[src/rtl/cpu_policy_pkg.sv]
package cpu_policy_pkg;

    typedef enum logic [1:0] {
        LINE_I = 2'd0,
        LINE_S = 2'd1,
        LINE_E = 2'd2,
        LINE_M = 2'd3
    } line_state_t;

    typedef enum logic {
        MODE_WB     = 1'b0,
        MODE_FROZEN = 1'b1
    } cache_mode_t;

    typedef enum logic [1:0] {
        FW_IDLE   = 2'd0,
        FW_WALK   = 2'd1,
        FW_FINISH = 2'd2
    } walk_state_t;

    typedef struct packed {
        logic        use_cache;
        logic        allocate;
        logic        mem_access;
        line_state_t next_state;
    } access_verdict_t;

    // Only the disable bit picks the mode; the other bit is a don't-care.
    function automatic cache_mode_t mode_of(input logic cd, input logic nw);
        case ({cd, nw})
            2'b00, 2'b01: mode_of = MODE_WB;
            default:      mode_of = MODE_FROZEN;
        endcase
    endfunction

    function automatic access_verdict_t decide(
        input cache_mode_t mode,
        input logic        write,
        input logic        hit,
        input line_state_t cur,
        input logic        hint
    );
        access_verdict_t v;
        v = '{use_cache: 1'b0, allocate: 1'b0, mem_access: 1'b0, next_state: cur};
        if (hit) begin
            v.use_cache = 1'b1;
            if (write) begin
                v.mem_access = (cur == LINE_S);
                v.next_state = (mode == MODE_FROZEN && cur == LINE_S) ? LINE_S : LINE_M;
            end
        end else begin
            v.mem_access = 1'b1;
            if (mode == MODE_WB) begin
                v.allocate   = 1'b1;
                v.next_state = write ? LINE_M : (hint ? LINE_S : LINE_E);
            end
        end
        return v;
    endfunction

endpackage

[src/rtl/cpu_line_store.sv]
module cpu_line_store
    import cpu_policy_pkg::*;
#(
    parameter int NUM_LINES = 8,
    parameter int TAG_W     = 8,
    localparam int IDX_W    = $clog2(NUM_LINES)
) (
    input  logic              clk,
    input  logic              rst,
    input  logic              clear_all,
    input  logic              acc_we,
    input  logic [IDX_W-1:0]  acc_idx,
    input  logic [TAG_W-1:0]  acc_tag,
    input  line_state_t       acc_state,
    input  logic              snp_we,
    input  logic [IDX_W-1:0]  snp_idx,
    output logic [TAG_W-1:0]  tag_a,
    output line_state_t       st_a,
    output logic [TAG_W-1:0]  tag_s,
    output line_state_t       st_s,
    input  logic [IDX_W-1:0]  rd_f_idx,
    output line_state_t       st_f
);
    logic [TAG_W-1:0] tag_q [NUM_LINES];
    line_state_t      st_q  [NUM_LINES];

    generate
        for (genvar g = 0; g < NUM_LINES; g++) begin : g_line
            always_ff @(posedge clk) begin
                if (rst) begin
                    tag_q[g] <= '0;
                    st_q[g]  <= LINE_I;
                end else if (clear_all) begin
                    st_q[g]  <= LINE_I;
                end else if (snp_we && snp_idx == IDX_W'(g)) begin
                    st_q[g]  <= LINE_I;
                end else if (acc_we && acc_idx == IDX_W'(g)) begin
                    tag_q[g] <= acc_tag;
                    st_q[g]  <= acc_state;
                end
            end


            clear_line_chk: assert property (@(posedge clk) disable iff (rst)
                clear_all |=> st_q[g] == LINE_I);
        end
    endgenerate

    assign tag_a = tag_q[acc_idx];
    assign st_a  = st_q[acc_idx];
    assign tag_s = tag_q[snp_idx];
    assign st_s  = st_q[snp_idx];
    assign st_f  = st_q[rd_f_idx];

endmodule

[src/rtl/cpu_snoop_unit.sv]
module cpu_snoop_unit
    import cpu_policy_pkg::*;
#(
    parameter int TAG_W   = 8,
    parameter int IDX_W   = 3,
    localparam int ADDR_W = TAG_W + IDX_W
) (
    input  logic              clk,
    input  logic              rst,
    input  cache_mode_t       mode,
    input  logic              cache_disable,
    input  logic              dual_proc,
    input  logic              snp_valid,
    input  logic [ADDR_W-1:0] snp_addr,
    input  logic              snp_parity,
    input  logic [TAG_W-1:0]  line_tag,
    input  line_state_t       line_state,
    output logic [IDX_W-1:0]  line_idx,
    output logic              inval_we,
    output logic              hit_q,
    output logic              wb_q,
    output logic              perr_q
);
    logic accepted, hit;

    assign line_idx = snp_addr[IDX_W-1:0];
    assign accepted = snp_valid && (!cache_disable || dual_proc);
    assign hit      = accepted && (line_state != LINE_I)
                      && (line_tag == snp_addr[ADDR_W-1:IDX_W]);
    assign inval_we = hit && (mode == MODE_WB);

    always_ff @(posedge clk) begin
        if (rst) begin
            hit_q  <= 1'b0;
            wb_q   <= 1'b0;
            perr_q <= 1'b0;
        end else begin
            hit_q  <= hit;
            wb_q   <= hit && (line_state == LINE_M);
            perr_q <= accepted && (^{snp_addr, snp_parity});
        end
    end


    perr_only_accepted_chk: assert property (@(posedge clk) disable iff (rst)
        perr_q |-> $past(snp_valid && (!cache_disable || dual_proc)));


    wb_implies_hit_chk: assert property (@(posedge clk) disable iff (rst)
        wb_q |-> hit_q);

endmodule

[src/rtl/cpu_flush_walker.sv]
module cpu_flush_walker
    import cpu_policy_pkg::*;
#(
    parameter int NUM_LINES = 8,
    localparam int IDX_W    = $clog2(NUM_LINES),
    localparam logic [IDX_W-1:0] LAST_IDX = IDX_W'(NUM_LINES - 1)
) (
    input  logic             clk,
    input  logic             rst,
    input  logic             start,
    input  line_state_t      line_state,
    output logic [IDX_W-1:0] ptr,
    output logic             wb_req,
    input  logic             wb_done,
    output logic             busy,
    output logic             done
);
    walk_state_t state_q;
    logic        advance;

    assign wb_req  = (state_q == FW_WALK) && (line_state == LINE_M);
    assign advance = !wb_req || wb_done;
    assign busy    = (state_q != FW_IDLE);
    assign done    = (state_q == FW_FINISH);

    always_ff @(posedge clk) begin
        if (rst) begin
            state_q <= FW_IDLE;
            ptr     <= '0;
        end else begin
            case (state_q)
                FW_IDLE: if (start) begin
                    state_q <= FW_WALK;
                    ptr     <= '0;
                end
                FW_WALK: if (advance) begin
                    if (ptr == LAST_IDX) state_q <= FW_FINISH;
                    else                 ptr     <= ptr + 1'b1;
                end
                default: state_q <= FW_IDLE;
            endcase
        end
    end


    wb_req_in_walk_chk: assert property (@(posedge clk) disable iff (rst)
        wb_req |-> busy);


    done_ends_walk_chk: assert property (@(posedge clk) disable iff (rst)
        done |=> !busy);


    req_held_chk: assert property (@(posedge clk) disable iff (rst)
        (wb_req && !wb_done) |=> wb_req && $stable(ptr));

endmodule

[src/rtl/cache_mode_policy.sv]
module cache_mode_policy
    import cpu_policy_pkg::*;
#(
    parameter int NUM_LINES = 8,
    parameter int TAG_W     = 8,
    localparam int IDX_W    = $clog2(NUM_LINES),
    localparam int ADDR_W   = TAG_W + IDX_W
) (
    input  logic              clk,
    input  logic              rst,
    input  logic              cache_disable,
    input  logic              no_write_thru,
    input  logic              dual_proc,
    input  logic              acc_valid,
    input  logic              acc_write,
    input  logic [IDX_W-1:0]  acc_index,
    input  logic [TAG_W-1:0]  acc_tag,
    input  logic              shared_hint,
    output logic              acc_hit,
    output logic              use_cache,
    output logic              allocate,
    output logic              mem_access,
    output logic [1:0]        next_state,
    input  logic              snp_valid,
    input  logic [ADDR_W-1:0] snp_addr,
    input  logic              snp_parity,
    output logic              snp_hit,
    output logic              snp_wb_req,
    output logic              snp_parity_err,
    input  logic              cmd_inv,
    input  logic              cmd_wbinv,
    output logic              flush_wb_req,
    output logic [IDX_W-1:0]  flush_wb_index,
    input  logic              flush_wb_done,
    output logic              flush_busy,
    output logic              flush_done
);
    cache_mode_t      mode;
    access_verdict_t  verdict;
    logic [TAG_W-1:0] tag_a, tag_s;
    line_state_t      st_a, st_s, st_f;
    logic [IDX_W-1:0] snp_idx;
    logic             snp_inval, hit_a, clear_all, acc_we, walk_start;

    assign mode    = mode_of(cache_disable, no_write_thru);
    assign hit_a   = (tag_a == acc_tag) && (st_a != LINE_I);

    always_comb begin
        verdict = decide(mode, acc_write, hit_a, st_a, shared_hint);
    end

    assign acc_hit    = acc_valid && hit_a;
    assign use_cache  = acc_valid && verdict.use_cache;
    assign allocate   = acc_valid && verdict.allocate;
    assign mem_access = acc_valid && verdict.mem_access;
    assign next_state = acc_valid ? verdict.next_state : st_a;

    assign acc_we     = acc_valid && !flush_busy && (verdict.allocate || hit_a);
    assign clear_all  = (cmd_inv && !flush_busy) || flush_done;
    assign walk_start = cmd_wbinv && !cmd_inv && !flush_busy;

    cpu_line_store #(.NUM_LINES(NUM_LINES), .TAG_W(TAG_W)) u_store (
        .clk       (clk),
        .rst       (rst),
        .clear_all (clear_all),
        .acc_we    (acc_we),
        .acc_idx   (acc_index),
        .acc_tag   (acc_tag),
        .acc_state (verdict.next_state),
        .snp_we    (snp_inval),
        .snp_idx   (snp_idx),
        .tag_a     (tag_a),
        .st_a      (st_a),
        .tag_s     (tag_s),
        .st_s      (st_s),
        .rd_f_idx  (flush_wb_index),
        .st_f      (st_f)
    );

    cpu_snoop_unit #(.TAG_W(TAG_W), .IDX_W(IDX_W)) u_snoop (
        .clk           (clk),
        .rst           (rst),
        .mode          (mode),
        .cache_disable (cache_disable),
        .dual_proc     (dual_proc),
        .snp_valid     (snp_valid),
        .snp_addr      (snp_addr),
        .snp_parity    (snp_parity),
        .line_tag      (tag_s),
        .line_state    (st_s),
        .line_idx      (snp_idx),
        .inval_we      (snp_inval),
        .hit_q         (snp_hit),
        .wb_q          (snp_wb_req),
        .perr_q        (snp_parity_err)
    );

    cpu_flush_walker #(.NUM_LINES(NUM_LINES)) u_walker (
        .clk        (clk),
        .rst        (rst),
        .start      (walk_start),
        .line_state (st_f),
        .ptr        (flush_wb_index),
        .wb_req     (flush_wb_req),
        .wb_done    (flush_wb_done),
        .busy       (flush_busy),
        .done       (flush_done)
    );


    frozen_no_alloc_chk: assert property (@(posedge clk) disable iff (rst)
        (cache_disable && acc_valid) |-> !allocate);


    frozen_shared_stays_chk: assert property (@(posedge clk) disable iff (rst)
        (cache_disable && acc_valid && acc_write && acc_hit && st_a == LINE_S)
            |-> (next_state == 2'd1 && mem_access));


    wb_write_to_modified_chk: assert property (@(posedge clk) disable iff (rst)
        (!cache_disable && acc_valid && acc_write) |-> next_state == 2'd3);

endmodule

[config.mk]
export PLATFORM = sky130hd
export DESIGN_NAME = cache_mode_policy
export DESIGN_NICKNAME = d
export VERILOG_FILES = /design/src/rtl/cpu_policy_pkg.sv /design/src/rtl/cpu_line_store.sv /design/src/rtl/cpu_snoop_unit.sv /design/src/rtl/cpu_flush_walker.sv /design/src/rtl/cache_mode_policy.sv
export SDC_FILE = /design/constraint.sdc
export NUM_CORES = 1
export LEC_CHECK = 0
export BUFFER_PORTS_ARGS = -buffer_cell sky130_fd_sc_hd__buf_4
export CAP_MARGIN = 20
export CORE_MARGIN = 3
export CORE_UTILIZATION = 40
export CTS_CLUSTER_DIAMETER = 200
export CTS_CLUSTER_SIZE = 12
export DETAILED_ROUTE_END_ITERATION = 10
export GPL_TIMING_DRIVEN = 0
export PLACE_DENSITY = 0.63
export SYNTH_ARGS = -nofsm -noshare
export SYNTH_HDL_FRONTEND = slang
export SYNTH_SLANG_ARGS = --single-unit
[constraint.sdc]
create_clock -name clk -period 7.45 [get_ports clk]
set_clock_uncertainty 0.15 [all_clocks]
set_input_delay 0.3725 -clock clk [delete_from_list [all_inputs] [get_ports clk]]
set_output_delay 0.3725 -clock clk [all_outputs]
set_load 0.01 [all_outputs]
==> metrics.txt <==
run status completed; register area share after synthesis around 47%; CP max stage cell nor4_1; Slew headroom 44.03%; hpwl dp 12.44 mm; CTS Buf Count 9; H-Tree Depth 3; initial antenna violation count 0; Boundary Pins 50; DRC violations left 0; r2r setup slk approximately 4 ns; max-cap violation count 0; Detailed Route Iter0 Violations roughly 480; Power Density 191.4 mW/mm^2; gpl congestion between 0.9 and 1; DP Area between 0.006 and 0.007 mm^2; Cells after DPL 716; vias in the first global route 4,405; Post-CTS Setup Inserts 0; clk root buf clkbuf_16; final std cells w/o fill 731; Slew @ Worst Pin 0.8319 ns; leakage 2.370 nW; RSZ-0062 raised after global routing no; count leader, synth edfxtp_1; Core ar. 0.01345 mm^2; area growth from synthesis to layout 14.25%; drt first pass iters 5; Layout Utilization 47.51%; pin count of the biggest net entering global routing 16; cts hold-fix bufs 0; via count around 4.5k; maximum VDD drop 102.3 uV; clock-pin slew on the worst setup and hold paths roughly 0.070 ns; Peak Freq 0.2442 GHz; antenna fix cells 0; post-synth top area share between 40 and 50%; TritonCTS clock tree built; peak per-stage delay on the critical path 0.75 ns; min cycle time layout 4.095 ns; CP endpoint kind output port; Setup crit start kind input pin; Synth Net Count roughly 540; Synth async-reset ratio 0%; Register Area between 0.002 and 0.003 mm^2; initial core utilization between 40 and 50%; Die X 124.3 um; CP Cell Sequence buf_4, buf_6, buf_6, buf_2, mux2i_1, a22oi_1, nand2_1, xnor2_1, nand3_1, nor4_1, mux2_2, a22oi_1, buf_4; DR vias/cell 6.130; Synth area leader edfxtp_1; gr usage total 21.56%; Synth area leaders edfxtp_1 (43%), mux4_2 (7.2%), mux2i_1 (6.1%); mean area per synthesized cell around 11 um^2; worst-path fanout max 10; Clock Latency Late Sink 0.35 ns; CTS max path bufs 2; Cells after Synth 499; IO Port Bufs 41; Worst EP arrival about 3.6 ns; Distinct cells, synth 64; fillcell total 1,269; Net count, final 588; antenna viol nets, final 0; prevailing post-synth register cell edfxtp_1; Setup violations, final 0; Ys Warns 0; grt ovf 0; Die H 124.3 um; Die ar. between 0.015 and 0.02 mm^2; layout cell share with drive strength beyond 1 approximately 22%; Setup TNS 0 ns; fin area 0.006391 mm^2; critical path class in -> out; Post-CTS Resized 0; Worst EP required around 6.9 ns; area of the multi-input gates about 0.0027 mm^2; clk sinks 91; final hold slack roughly 0.21 ns; Final Hold Viols 0; Post-synth EDFFs 80; row cnt 42; Final period util between 50% and 60%; Post-Syn Area 0.005594 mm^2; Final Max Slew Viols 0; Hold WC Path Type in -> reg; routed wire length 16.60 mm; synth cell count leaders edfxtp_1 (80), nor2_1 (64), mux2i_1 (34); WL/cell 22.71 um; number of synthesized register bits slightly above 90; global-route wire length before repair between 20 and 30 mm
==> worst paths after layout <==
| kind | start | cells after the start | end |
|---|---|---|---|
| setup / recovery | acc_index[0] | 13 | next_state[0] |
| hold / removal | flush_wb_done | 3 | u_walker.state_q[0] |
| setup reg to reg | u_store.st_q[3][1] | 9 | u_store.tag_q[0][6] |
| hold reg to reg | u_walker.ptr[2] | 1 | register |
==> stage by stage <==
| stage | worst slack, ns | power, mW |
|---|---|---|
| 2_1_floorplan | 4.150 | 0.7330 |
| 3_3_place_gp | 3.394 | 0.8006 |
| 3_5_place_dp | 3.346 | 0.8048 |
| 4_1_cts | 3.346 | 1.224 |
| 5_1_grt | 3.095 | 1.267 |
| 6_report | 3.355 | 1.223 |
==> layer usage <==
| layer | global-route usage [%] | share of wire [%] | vias up | routed length [um] |
|---|---|---|---|---|
| li1 | - | - | 2009 | - |
| met1 | 31.18 | 44 | 2214 | 7297 |
| met2 | 33.24 | 45 | 236 | 7541 |
| met3 | 4.374 | 9.0 | 22 | 1502 |
| met4 | 5.545 | 1.5 | 0 | 257 |
| met5 | 0 | 0 | - | 0 |
==> flip-flops by register name, indices dropped and copies added, names as in the netlist, named ones only <==
signal	cells
u_snoop.hit_q	1
u_store.tag_q	64
u_snoop.wb_q	1
u_walker.state_q	2
u_snoop.perr_q	1
u_store.st_q	16
u_walker.ptr	3
==> layout by cell type, fill, tap and decap left out, types with 12 or more instances in the layout <==
cell	netlist	routed
nand3_1	18	18
xnor2_1	18	18
edfxtp_1	80	80
a22oi_1	12	12
clkbuf_1	13	14
nor3_1	27	27
buf_4	5	46
nand2_1	22	22
nor4_1	13	13
nor2_1	64	64
mux2i_1	34	34
mux4_2	18	18
==> where the power goes <==
part,total [mW],internal [mW],switching (mW)
clock,0.427,0.227,0.200
sequential,0.590,0.575,0.0150
combinational,0.207,0.0848,0.122
==> logic make-up (layout without fill, tap and decap cells) <==
logic type	after synthesis	count (layout)	share of synthesized area, %
multiplexers	64	64	16.01
AO/OA/AOI/OAI	70	70	9.327
AND/OR/NAND/NOR	205	205	19.91
buffers and inverters	45	101	3.981
flip-flops	91	91	46.88
XOR/XNOR	22	22	3.444
adder cells (fa/ha/maj)	2	2	0.4473
==> worst max-delay path: cells and delay by family <==
family | cells | cell delay, ns
AO/OA/AOI/OAI | 2 | 0.41
buffers and inverters | 5 | 1.02
multiplexers | 2 | 0.55
XOR/XNOR | 1 | 0.23
AND/OR/NAND/NOR | 3 | 0.97
==> area by class of cell <==
| class | instances | area share, % |
|---|---|---|
| multi-input cells | 363 | 43.01 |
| flip-flops and latches | 91 | 41.03 |
| repair buffers | 41 | 4.816 |
| clock buffers | 10 | 3.583 |
| well taps | 176 | 3.446 |
| plain buffers | 33 | 2.780 |
| inverters | 12 | 0.7048 |
| clock inverters | 5 | 0.6265 |
Note: power is estimated with default switching activity, not from simulation.
